<file path="config.mk">
export PLATFORM = sky130hd
export DESIGN_NAME = modem_hs_regs
export DESIGN_NICKNAME = d
export VERILOG_FILES = /design/src/rtl/hs_pkg.sv /design/src/rtl/hs_ctrl_reg.sv /design/src/rtl/hs_line_chan.sv /design/src/rtl/modem_hs_regs.sv
export SDC_FILE = /design/constraint.sdc
export NUM_CORES = 1
export LEC_CHECK = 0
export BUFFER_PORTS_ARGS = -buffer_cell sky130_fd_sc_hd__buf_2
export CAP_MARGIN = 20
export CORE_MARGIN = 2
export CORE_UTILIZATION = 47
export CTS_CLUSTER_DIAMETER = 150
export CTS_CLUSTER_SIZE = 8
export DETAILED_ROUTE_END_ITERATION = 6
export HOLD_SLACK_MARGIN = 0.1
export PLACE_DENSITY_LB_ADDON = 0.08
export SLEW_MARGIN = 0
export SYNTH_ARGS = -nofsm -noshare
export SYNTH_HDL_FRONTEND = slang
export SYNTH_SLANG_ARGS = --single-unit
</file>
<file path="constraint.sdc">
create_clock -name clk -period 1.8 [get_ports clk]
set_input_delay 0.36 -clock clk [delete_from_list [all_inputs] [get_ports clk]]
set_output_delay 0.36 -clock clk [all_outputs]
set_load 0.05 [all_outputs]
</file>
<file path="src/rtl/hs_pkg.sv">
package hs_pkg;
    localparam int HS_LINES   = 4;
    localparam int HS_DATA_W  = 8;
    localparam int CTL_DTR    = 0;
    localparam int CTL_RTS    = 1;
    localparam int CTL_OUT1   = 2;
    localparam int CTL_OUT2   = 3;
    localparam int CTL_LOOP_B = 4;
    localparam int CTL_W      = 5;
    localparam int LINE_RI    = 2;

    typedef enum logic {
        CTL_NORMAL = 1'b0,
        CTL_LOOP   = 1'b1
    } ctl_mode_e;

    typedef enum logic {
        DLT_CLEAR = 1'b0,
        DLT_SET   = 1'b1
    } dlt_state_e;
endpackage

</file>
<file path="src/rtl/hs_ctrl_reg.sv">
module hs_ctrl_reg
    import hs_pkg::*;
#(
    parameter int DATA_W = HS_DATA_W
) (
    input  logic              clk,
    input  logic              mreset,
    input  logic              ctl_we,
    input  logic [DATA_W-1:0] ctl_wdata,
    output logic [DATA_W-1:0] ctl_rdata,
    output logic              dtr_n,
    output logic              rts_n,
    output logic              out1_n,
    output logic              out2_n
);
    localparam int PAD_W = DATA_W - CTL_W;

    ctl_mode_e  mode_q, mode_d;
    logic [3:0] bits_q;

    // mode state register
    always_ff @(posedge clk or posedge mreset) begin
        if (mreset) mode_q <= CTL_NORMAL;
        else        mode_q <= mode_d;
    end

    always_comb begin
        mode_d = mode_q;
        unique case (mode_q)
            CTL_NORMAL: if (ctl_we && ctl_wdata[CTL_LOOP_B])  mode_d = CTL_LOOP;
            CTL_LOOP:   if (ctl_we && !ctl_wdata[CTL_LOOP_B]) mode_d = CTL_NORMAL;
            default:    mode_d = CTL_NORMAL;
        endcase
    end

    // stored handshake bits
    always_ff @(posedge clk or posedge mreset) begin
        if (mreset)      bits_q <= '0;
        else if (ctl_we) bits_q <= ctl_wdata[3:0];
    end

    // outputs
    always_comb begin
        dtr_n  = 1'b1;
        rts_n  = 1'b1;
        out1_n = 1'b1;
        out2_n = 1'b1;
        unique case (mode_q)
            CTL_NORMAL: begin
                dtr_n  = ~bits_q[CTL_DTR];
                rts_n  = ~bits_q[CTL_RTS];
                out1_n = ~bits_q[CTL_OUT1];
                out2_n = ~bits_q[CTL_OUT2];
            end
            CTL_LOOP: begin
                dtr_n  = 1'b1;
                rts_n  = 1'b1;
                out1_n = 1'b1;
                out2_n = 1'b1;
            end
            default: ;
        endcase
        ctl_rdata = {{PAD_W{1'b0}}, (mode_q == CTL_LOOP), bits_q};
    end

    assert_drive_lines_R1: assert property (@(posedge clk) disable iff (mreset)
        (ctl_we && !ctl_wdata[CTL_LOOP_B]) |=>
        (dtr_n == !$past(ctl_wdata[CTL_DTR]) && rts_n == !$past(ctl_wdata[CTL_RTS])));

    assert_drive_aux_R2: assert property (@(posedge clk) disable iff (mreset)
        (ctl_we && !ctl_wdata[CTL_LOOP_B]) |=>
        (out1_n == !$past(ctl_wdata[CTL_OUT1]) && out2_n == !$past(ctl_wdata[CTL_OUT2])));

    assert_loop_quiet_R4: assert property (@(posedge clk) disable iff (mreset)
        (ctl_we && ctl_wdata[CTL_LOOP_B]) |=> (dtr_n && rts_n && out1_n && out2_n));

    assert_readback_R11: assert property (@(posedge clk) disable iff (mreset)
        ctl_we |=> (ctl_rdata[CTL_W-1:0] == $past(ctl_wdata[CTL_W-1:0])));
endmodule

</file>
<file path="src/rtl/hs_line_chan.sv">
module hs_line_chan
    import hs_pkg::*;
#(
    parameter int SYNC_STAGES = 2,
    parameter bit RISE_ONLY   = 1'b0
) (
    input  logic clk,
    input  logic mreset,
    input  logic pin_n,
    input  logic rd_clr,
    output logic level_act,
    output logic delta
);
    localparam int MSB = SYNC_STAGES - 1;

    logic [MSB:0] sync_q;
    logic         last_q;
    logic         stable;
    logic         change;
    dlt_state_e   dlt_q, dlt_d;

    always_ff @(posedge clk or posedge mreset) begin
        if (mreset) begin
            sync_q <= '1;
            last_q <= 1'b1;
        end else begin
            sync_q <= {sync_q[MSB-1:0], pin_n};
            last_q <= sync_q[MSB];
        end
    end

    assign stable    = sync_q[MSB];
    assign level_act = ~stable;

    generate
        if (RISE_ONLY) begin : g_rise
            assign change = stable & ~last_q;
        end else begin : g_any
            assign change = stable ^ last_q;
        end
    endgenerate

    // flag state register
    always_ff @(posedge clk or posedge mreset) begin
        if (mreset) dlt_q <= DLT_CLEAR;
        else        dlt_q <= dlt_d;
    end

    always_comb begin
        dlt_d = dlt_q;
        unique case (dlt_q)
            DLT_CLEAR: if (change)            dlt_d = DLT_SET;
            DLT_SET:   if (rd_clr && !change) dlt_d = DLT_CLEAR;
            default:   dlt_d = DLT_CLEAR;
        endcase
    end

    always_comb delta = (dlt_q == DLT_SET);

    assert_flag_hold_R8: assert property (@(posedge clk) disable iff (mreset)
        (delta && !rd_clr) |=> delta);

    assert_flag_clear_R8: assert property (@(posedge clk) disable iff (mreset)
        (delta && rd_clr && !change) |=> !delta);

    assert_read_keep_R9: assert property (@(posedge clk) disable iff (mreset)
        (rd_clr && change) |=> delta);

    generate
        if (RISE_ONLY) begin : g_chk_rise
            assert_ri_trailing_R7: assert property (@(posedge clk) disable iff (mreset)
                $rose(delta) |-> last_q);
        end else begin : g_chk_any
            assert_any_change_R6: assert property (@(posedge clk) disable iff (mreset)
                $rose(delta) |-> $past(change));
        end
    endgenerate
endmodule

</file>
<file path="src/rtl/modem_hs_regs.sv">
module modem_hs_regs
    import hs_pkg::*;
#(
    parameter int SYNC_STAGES = 2,
    parameter int DATA_W      = HS_DATA_W
) (
    input  logic              clk,
    input  logic              mreset,
    input  logic              ctl_we,
    input  logic [DATA_W-1:0] ctl_wdata,
    output logic [DATA_W-1:0] ctl_rdata,
    input  logic              sts_re,
    output logic [DATA_W-1:0] sts_rdata,
    input  logic              ms_irq_en,
    output logic              ms_irq,
    input  logic              cts_n,
    input  logic              dsr_n,
    input  logic              ri_n,
    input  logic              dcd_n,
    output logic              dtr_n,
    output logic              rts_n,
    output logic              out1_n,
    output logic              out2_n
);
    localparam int LINES = HS_LINES;

    logic [LINES-1:0] pins_n;
    logic [LINES-1:0] level;
    logic [LINES-1:0] delta;

    assign pins_n = {dcd_n, ri_n, dsr_n, cts_n};

    hs_ctrl_reg #(.DATA_W(DATA_W)) u_ctrl (
        .clk       (clk),
        .mreset    (mreset),
        .ctl_we    (ctl_we),
        .ctl_wdata (ctl_wdata),
        .ctl_rdata (ctl_rdata),
        .dtr_n     (dtr_n),
        .rts_n     (rts_n),
        .out1_n    (out1_n),
        .out2_n    (out2_n)
    );

    generate
        for (genvar i = 0; i < LINES; i++) begin : g_line
            hs_line_chan #(
                .SYNC_STAGES (SYNC_STAGES),
                .RISE_ONLY   (i == LINE_RI)
            ) u_chan (
                .clk       (clk),
                .mreset    (mreset),
                .pin_n     (pins_n[i]),
                .rd_clr    (sts_re),
                .level_act (level[i]),
                .delta     (delta[i])
            );
        end
    endgenerate

    always_comb begin
        sts_rdata = '0;
        sts_rdata[2*LINES-1:0] = {level, delta};
        ms_irq = ms_irq_en && (|delta);
    end

    assert_irq_gate_R10: assert property (@(posedge clk) disable iff (mreset)
        !ms_irq_en |-> !ms_irq);

    assert_irq_hold_R10: assert property (@(posedge clk) disable iff (mreset)
        (ms_irq && !sts_re && ms_irq_en) |=> (ms_irq || !ms_irq_en));

    assert_irq_flags_R10: assert property (@(posedge clk) disable iff (mreset)
        ms_irq |-> (sts_rdata[LINES-1:0] != '0));
endmodule

</file>
Yosys cells after proc, flatten, opt, wreduce, memory -nomap -nowiden --
Index checks and enable logic that the tools add are counted. Widths: inputs -> output; s select.
Word-level totals: flip-flop bits (word level) 21, bits in latches 0, bits in writable memories 0, ROM bits 0, input port bits 17, output and inout bits 21, word-level logic and storage cells 64, memories kept 0
Cells by class: $add $sub $neg 0, multipliers 0, div/mod/pow operators 0, $lt $le $gt $ge 0, eq/ne operators 0, shifts and indexed selects 0, multiplexer cells 19, bitwise operators 18, reductions and logical operators 13
Operators by type and width (count):
- $pmux 1 s2 | 9
- $not 1->1 | 14
- $mux 1 | 10
- $logic_and 1x1->1 | 7
- $logic_not 1->1 | 5
- $reduce_or 4->1 | 1
- $xor 1x1->1 | 3
- $and 1x1->1 | 1

Depth between registers and ports, before layout --
Gate-level depths: netlist of run 1.
word-level depth 6, depth in mapped cells 2, gate-level depth less buffers 2

Hierarchy --
From an unflattened synthesis of run 1, not the netlist that was laid out.
Second synthesis, totals: cells, all modules 56, area total of the unflattened synthesis 769.5 sq um
Modules (own cells, without submodules):
- hs_line_chan at g_line[0].u_chan ... | times used 3, cells each 9, area each 128.9 sq um
- hs_ctrl_reg | times used 1, cells each 20, area each 244.0 sq um
- hs_line_chan at g_line[2].u_chan | times used 1, cells each 8, area each 127.6 sq um
- modem_hs_regs | times used 1, cells each 1, area each 11.3 sq um

Worst setup path before layout of run 1 --
Ideal clock, no wire load.
path type flip-flop to output port, from reg u_ctrl.bits_q[0], to out dtr_n, arrival 1035 ps, required time 1440 ps, path slack 405 ps, stages on the path, launching flop included 2, cells stage by stage dfrtp_1 > nand2b_1
Between the ends: longest elaborated chain between the ends 2
RTL lines:
- start: declaration | RTL line hs_ctrl_reg.sv:19 | logic [3:0] bits_q;
- start signal: assignment | RTL line hs_ctrl_reg.sv:39 | else if (ctl_we) bits_q <= ctl_wdata[3:0];
- $not 1->1 | RTL line hs_ctrl_reg.sv:50 | dtr_n = ~bits_q[CTL_DTR];
- $pmux 1 s2 | RTL line hs_ctrl_reg.sv:48 | unique case (mode_q)
- end: declaration | RTL line modem_hs_regs.sv:20 | output logic dtr_n,
Every way passes these cells.

Worst setup path in the final report of run 1 --
from reg g_line[1].u_chan.dlt_q, to out ms_irq
Between the ends: longest elaborated chain between the ends 2
RTL lines:
- start: declaration | RTL line hs_line_chan.sv:20 | dlt_state_e dlt_q, dlt_d;
- start signal: assignment | RTL line hs_line_chan.sv:46 | else dlt_q <= dlt_d;
- $reduce_or 4->1 | RTL line modem_hs_regs.sv:64 | ms_irq = ms_irq_en && (|delta);
- $logic_and 1x1->1 | RTL line modem_hs_regs.sv:64
- end: declaration | RTL line modem_hs_regs.sv:15 | output logic ms_irq,
Every way passes these cells.

==> metrics.md, run 1 <==
| Metric | Value |
|---|---|
| Sequential fraction of design power | 54.2% |
| Max-slew headroom | about 50% |
| Post-Syn Area per Cell | 13.5 um^2 |
| Mapped Area | slightly above 800 um^2 |
| Final hold vios | 0 |
| Gr ovfl total | 0 |
| Post-route clock period utilization | 92.9% |
| Post-CTS Hold Buffers | 0 |
| IO Port Bufs | 31 |
| Setup crit end kind | primary output |
| R2r startpoint | g_line[1].u_chan.sync_q[1] |
| EDFF count, synth | 0 |
| Largest net degree at the start of global routing | 22 |
| M3 GR Usage | between 3 and 4% |
| Clock Skew | 0.00784 ns |
| Setup tns final | 0 ns |
| Crit path from | g_line[1].u_chan.delta |
| Antenna violations before repair | 0 |
| Hold Path Class | input port to register |
| Total wire length | 1.06 mm |
| Postcts setup bufs | 0 |
| Nets | 103 |
| WL/cell | ~11 um |
| Switch Pwr | 0.336 mW |
| Synth top cells by count | 12 x buf_4, 12 x dfstp_2, 9 x dfrtp_1, 9 x inv_1, 5 x mux2_2 |
| # Max-Cap Violations | 0 |
| Reg2Reg Depth | 2 |
| Setup crit end | ms_irq |
| Vias per cell | 4.46 |
| Crit path time final | 1.67 ns |
| Combinational cell fraction of total power | 24.3% |
| CTS tree | yes |
| Least-Margin Pin Slew | 0.748 ns |
| Final ANT Viol Nets | 0 |
| Ys flop type | dfstp_2 |
| Worst-Skew Late Latency | 0.30 ns |
| Switching part of the total power | 33.8% |
| Cell depth of the worst setup path | 2 |
| GR peak layer | met2 |
| Final setup fails | 0 |
| Slew Limit Fails | 0 |
| Internal Power | 0.658 mW |
| Die Area | 2070 um^2 |
| Resized Gates After CTS | 0 |
| Crit path largest cell delay | 0.41 ns |
| Final HPWL DP | 811 um |
| Reg2Reg Setup Slack | 0.92 ns |
| GRT Overall Usage | 12.1% |
| Pwr Density | between 1000 and 1500 nW/um^2 |
| Core area | roughly 1600 um^2 |
| CP Buf/Inv Count | 1 |
| RSZ-0062 raised after global routing | no |
| Maximum buffer depth of the clock tree | 2 |
| Synth Register Bits | 21 |
| Design Power | 0.994 mW |
| Worst IR drop on VDD | approximately 570 uV |
| Initial Utilization | between 50% and 60% |
| Die Y-Extent | 45.5 um |
| Cell family with most CP delay | compound AO/OA/AOI/OAI gates |
| Critical path data arrival time | ~1.3 ns |
| M1 GR Usage | 15.5% |
| CP Launch Type | register |
| CTS Buf Count | 3 |
| Reg2reg end | g_line[1].u_chan.delta |
| Clk slew on worst S/H paths | 0.11 ns |
| Vias in the first global route | 430 |
| Clock Sinks | 21 |
| Seq/Total Area, Yosys | between 60% and 70% |
| Met2 Track Usage GR | 18.9% |
| P&R area growth vs syn | 14.9% |
| I/O Pins | 38 |
| Post-Syn Instances | 60 |
| CTS Root Cell | clkbuf_4 |
| Site Rows | 14 |
| ANT cells | 0 |
| Crit path kind | register to primary output |
| Crit path max fanout | 3 |
| Yosys cell types | 11 |
| Placer congestion estimate | 0.606 |
| Outcome | finished, final reports clean |
| Area leader, netlist | dfstp_2 |
| Async SR Flop Fraction | 100% |
| Setup Slack @ Placement | approximately 0.45 ns |
| Peak Freq | around 0.6 GHz |
| DR DRC count | 0 |
| Worst path slowest cell | o41a_1 |
| Clk pwr share | a little over a fifth |
| Worst path cell trace | o41a_1 -> buf_2 |
| Worst Slack Setup Final | between 0.1 and 0.15 ns |
| Worst Path Required | 1.44 ns |
| Die Wd | 45.5 um |
| Area share of the largest cell type after synthesis | 39.0% |
| Leak | between 0.4 and 0.5 nW |
| First-pass DRT Iterations | 3 |
| H-tree depth | 1 |
| DR vias | 450 |
| Layout cells sized above 1 | 61.2% |
| First-pass GRT wire length | 1.74 mm |
| Number of DRC markers in iteration 0 | 5 |
| Warnings, synthesis | 0 |
| Synth top area cells | dfstp_2 39%, dfrtp_1 28%, buf_4 11% |
registers in the layout, indices dropped and copies added, names as in the netlist, named ones only:
signal	cells
g_line.u_chan.delta	4
g_line.u_chan.last_q	4
u_ctrl.bits_q	4
g_line.u_chan.sync_q	8
per-stage QoR:
stage               hold WS [ns]  instance area [um^2]  cells  util [%]
finish                     0.151                   928    101      59.6
global route               0.126                   928    101      59.6
CTS                        0.142                   928    101      59.6
detailed placement         0.347                   901     97      57.8
global placement           0.345                   901     97      57.8
floorplan                  0.328                   816     62         -
power by group through the flow:
stage	sequential, mW	combinational, mW	clock [mW]
CTS	0.540	0.243	0.224
floorplan	0.576	0.183	0
global placement	0.547	0.241	0
finish	0.539	0.241	0.214
global route	0.546	0.253	0.245
detailed placement	0.548	0.243	0
cell type report:
class	instances	area, um^2
Timing Repair Buffer	31	155
Clock buffer	3	22.5
Clock inverter	1	5.00
Sequential cell	21	541
Multi-Input combinational cell	20	151
Fill cell	141	631
Tap cell	16	20.0
Inverter	9	33.8
logic make-up after synthesis:
logic type                synth area share [%]
and+or+nand+nor                           3.10
buffers and inverters                     15.3
xor gates and xnor gates                  3.25
AOI/OAI and AO/OA                         4.02
other                                    0.464
muxes                                     6.97
DFF                                       66.9
worst min-delay path by stage:
stage | from | endpoint | slack, ns | cells past startpoint
4_1_cts | ri_n | g_line[2].u_chan.sync_q[0] | 0.14 | 1
3_5_place_dp | g_line[2].u_chan.sync_q[0] | g_line[2].u_chan.sync_q[1] | 0.35 | 0
2_1_floorplan | mreset | async pin | 0.33 | 1
3_3_place_gp | g_line[1].u_chan.sync_q[0] | g_line[1].u_chan.sync_q[1] | 0.35 | 0
6_report | cts_n | g_line[0].u_chan.sync_q[0] | 0.15 | 1
5_1_grt | ri_n | g_line[2].u_chan.sync_q[0] | 0.13 | 1
worst reg2reg max path, delay by kind of cell (launching register included):
family | cells | cell delay [ns]
flops | 1 | 0.57
xor+xnor | 1 | 0.11
compound gates | 1 | 0.09
per-layer routing:
| layer | wire length [um] | vias up | share of wire [%] |
|---|---|---|---|
| met1 | 458 | 207 | 43 |
| met3 | 81 | 0 | 7.6 |
| li1 | - | 219 | - |
| met2 | 522 | 24 | 49 |
| met4 | 0 | 0 | 0 |
| met5 | 0 | - | 0 |
cells in the final DEF (no fill, tap or decap):
master / n
o21ai_0: 3
clkinv_2: 1
clkbuf_4: 3
inv_1: 9
o22ai_1: 1
dfrtp_1: 9
nand2b_1: 4
conb_1: 3
buf_2: 31
dfstp_2: 12
mux2_2: 5
o41a_1: 1
xnor2_1: 3
Power figures use the tool's default switching activity.
==> inputs of run 2 (changes only) <==
--- a/config.mk
+++ b/config.mk
@@ -8,7 +8,7 @@
 export BUFFER_PORTS_ARGS = -buffer_cell sky130_fd_sc_hd__buf_2
 export CAP_MARGIN = 20
 export CORE_MARGIN = 2
-export CORE_UTILIZATION = 47
+export CORE_UTILIZATION = 44
 export CTS_CLUSTER_DIAMETER = 150
 export CTS_CLUSTER_SIZE = 8
 export DETAILED_ROUTE_END_ITERATION = 6
==> constraint.sdc (replaced) <==
create_clock -name clk -period 1.65 [get_ports clk]
set_input_delay 0.33 -clock clk [delete_from_list [all_inputs] [get_ports clk]]
set_output_delay 0.33 -clock clk [all_outputs]
set_load 0.05 [all_outputs]
==> run 2 against run 1 <==
Effect of this change:
- combinational power grew 15%
- sequential power rose by 9.3%
- worst hold slack lost 0.023 ns
- setup slack got worse by 0.098 ns
- sequential cell count is the same
- routed wire length is 3.8% higher
- total power increased by 9.8%
- critical path type unchanged
- highest routed layer is now met4
==> metrics.md, run 2 (synthesis gave the netlist of run 1 again) <==
| Metric | Value |
|---|---|
| Placer congestion estimate | 0.687 |
| IO Port Bufs | 31 |
| Design Power | 1.09 mW |
| Hold path depth | 1 |
| Setup crit end kind | primary output |
| DR DRC count | 0 |
| WL/cell | 9.67 um |
| Vias per cell | approximately 4.2 |
| Max FFs per register | 8 |
| Worst Path Required | 1.32 ns |
| P&R area growth vs syn | 21.1% |
| Final setup fails | 0 |
| Outcome | finished, final reports clean |
| Final hold vios | 0 |
| Initial Utilization | 46.8% |
| Min Hold Slack | 0.128 ns |
| Nets | approximately 110 |
| Worst IR drop on VDD | 566 uV |
| Reg2Reg Depth | 2 |
| Most common cell after layout, fill and taps aside | buf_2 |
| Pwr Density | 1120 nW/um^2 |
| I/O Pins | 38 |
| Leak | 0.487 nW |
| Gr ovfl total | 0 |
| Setup Slack @ Placement | between 0.3 and 0.4 ns |
| Number of DRC markers in iteration 0 | 4 |
| Antenna violations before repair | 0 |
| CTS tree | yes |
| # Max-Cap Violations | 0 |
| CTS Buf Count | 3 |
| Post-route cell area | 978 um^2 |
| Core area | 1730 um^2 |
| H-tree depth | 1 |
| Post-route clock period utilization | 98.1% |
| Total wire length | around 1.1 mm |
| Peak Freq | roughly 0.6 GHz |
| Slew Limit Fails | 0 |
| Clock Sinks | 21 |
| ANT cells | 0 |
| Die Y-Extent | 46.9 um |
| First-pass GRT wire length | approximately 1.7 mm |
| Largest net degree at the start of global routing | 22 |
| Clk slew on worst S/H paths | 0.11 ns |
| Worst-Skew Late Latency | 0.29 ns |
| Crit path time final | between 1.5 and 2 ns |
| Most frequent cells in the layout | 30 x buf_2, 12 x dfstp_2, 9 x inv_1, 9 x dfrtp_1, 5 x mux2_2 |
| Layout cells sized above 1 | 61.8% |
| Biggest register | g_line.u_chan.sync_q |
| CTS Root Cell | clkbuf_4 |
| CP Launch Type | register |
| Die Area | 2200 um^2 |
| Maximum buffer depth of the clock tree | 2 |
| Vias in the first global route | 419 |
| First-pass DRT Iterations | 2 |
| Setup tns final | 0 ns |
| Clock Skew | 0.000816 ns |
| Placed cell areas | approximately 920 um^2 |
| Crit path max fanout | 3 |
| Hold Path Class | input port to register |
| Site Rows | 15 |
| Crit path kind | register to primary output |
| Die Wd | 46.9 um |
| GRT Overall Usage | 11.4% |
| Final ANT Viol Nets | 0 |
| Critical path data arrival time | 1.29 ns |
| DR vias | between 400 and 500 |
| Worst Slack Setup Final | 0.0306 ns |
run 2: critical path: stages, from the launching register on:
cell,delay (ns)
dfrtp_1,0.40
o41a_1,0.44
buf_6,0.16
run 2: where the power goes:
group | leakage (nW) | internal [mW] | switching (mW)
combinational | 0.240 | 0.0748 | 0.202
sequential | 0.229 | 0.564 | 0.0243
clock | 0.0177 | 0.0900 | 0.137
total | 0.487 | 0.729 | 0.363
run 2: cell type report:
class	count	area (um^2)
fill	174	748
inverter	9	33.8
sequential	21	541
clock inverter	1	5.00
timing repair buffer	35	194
multi-input combinational	20	151
clock buffer	3	22.5
tap	25	31.3
run 2: what timing repair did:
action / in CTS / in global routing
pin swaps: 0 / 1
hold buffers: 1 / 0
endpoints found under the hold margin: 9 / 0
gates resized for setup: 2 / 0
endpoints found under the setup margin: 1 / 1
gates cloned: 0 / 0
buffers inserted: 0 / 2
run 2: per-layer routing:
layer / track usage, % / wire length [um] / vias up
met3: 2.31 / 101 / 2
met5: 0 / 0 / -
li1: - / - / 229
met2: 17.3 / 521 / 23
met1: 14.4 / 462 / 222
met4: 8.33 / 17 / 0
run 2: final timing paths:
path | slack (ns) | startpoint | endpoint
setup / recovery | 0.03 | g_line[0].u_chan.delta | ms_irq
hold / removal | 0.13 | dcd_n | g_line[3].u_chan.sync_q[0]
setup reg to reg | 0.76 | g_line[0].u_chan.sync_q[1] | g_line[0].u_chan.delta
hold reg to reg | 0.36 | g_line[2].u_chan.sync_q[0] | g_line[2].u_chan.sync_q[1]
max in group asynchronous | 0.80 | mreset | g_line[2].u_chan.last_q
min in group asynchronous | 0.59 | mreset | u_ctrl.bits_q[3]
run 2: per-stage QoR:
stage	std cells	utilization, %
after floorplan	62	-
after global placement	107	53.3
after detailed placement	107	53.3
after CTS	112	55.8
after global routing	114	56.7
final	114	56.7
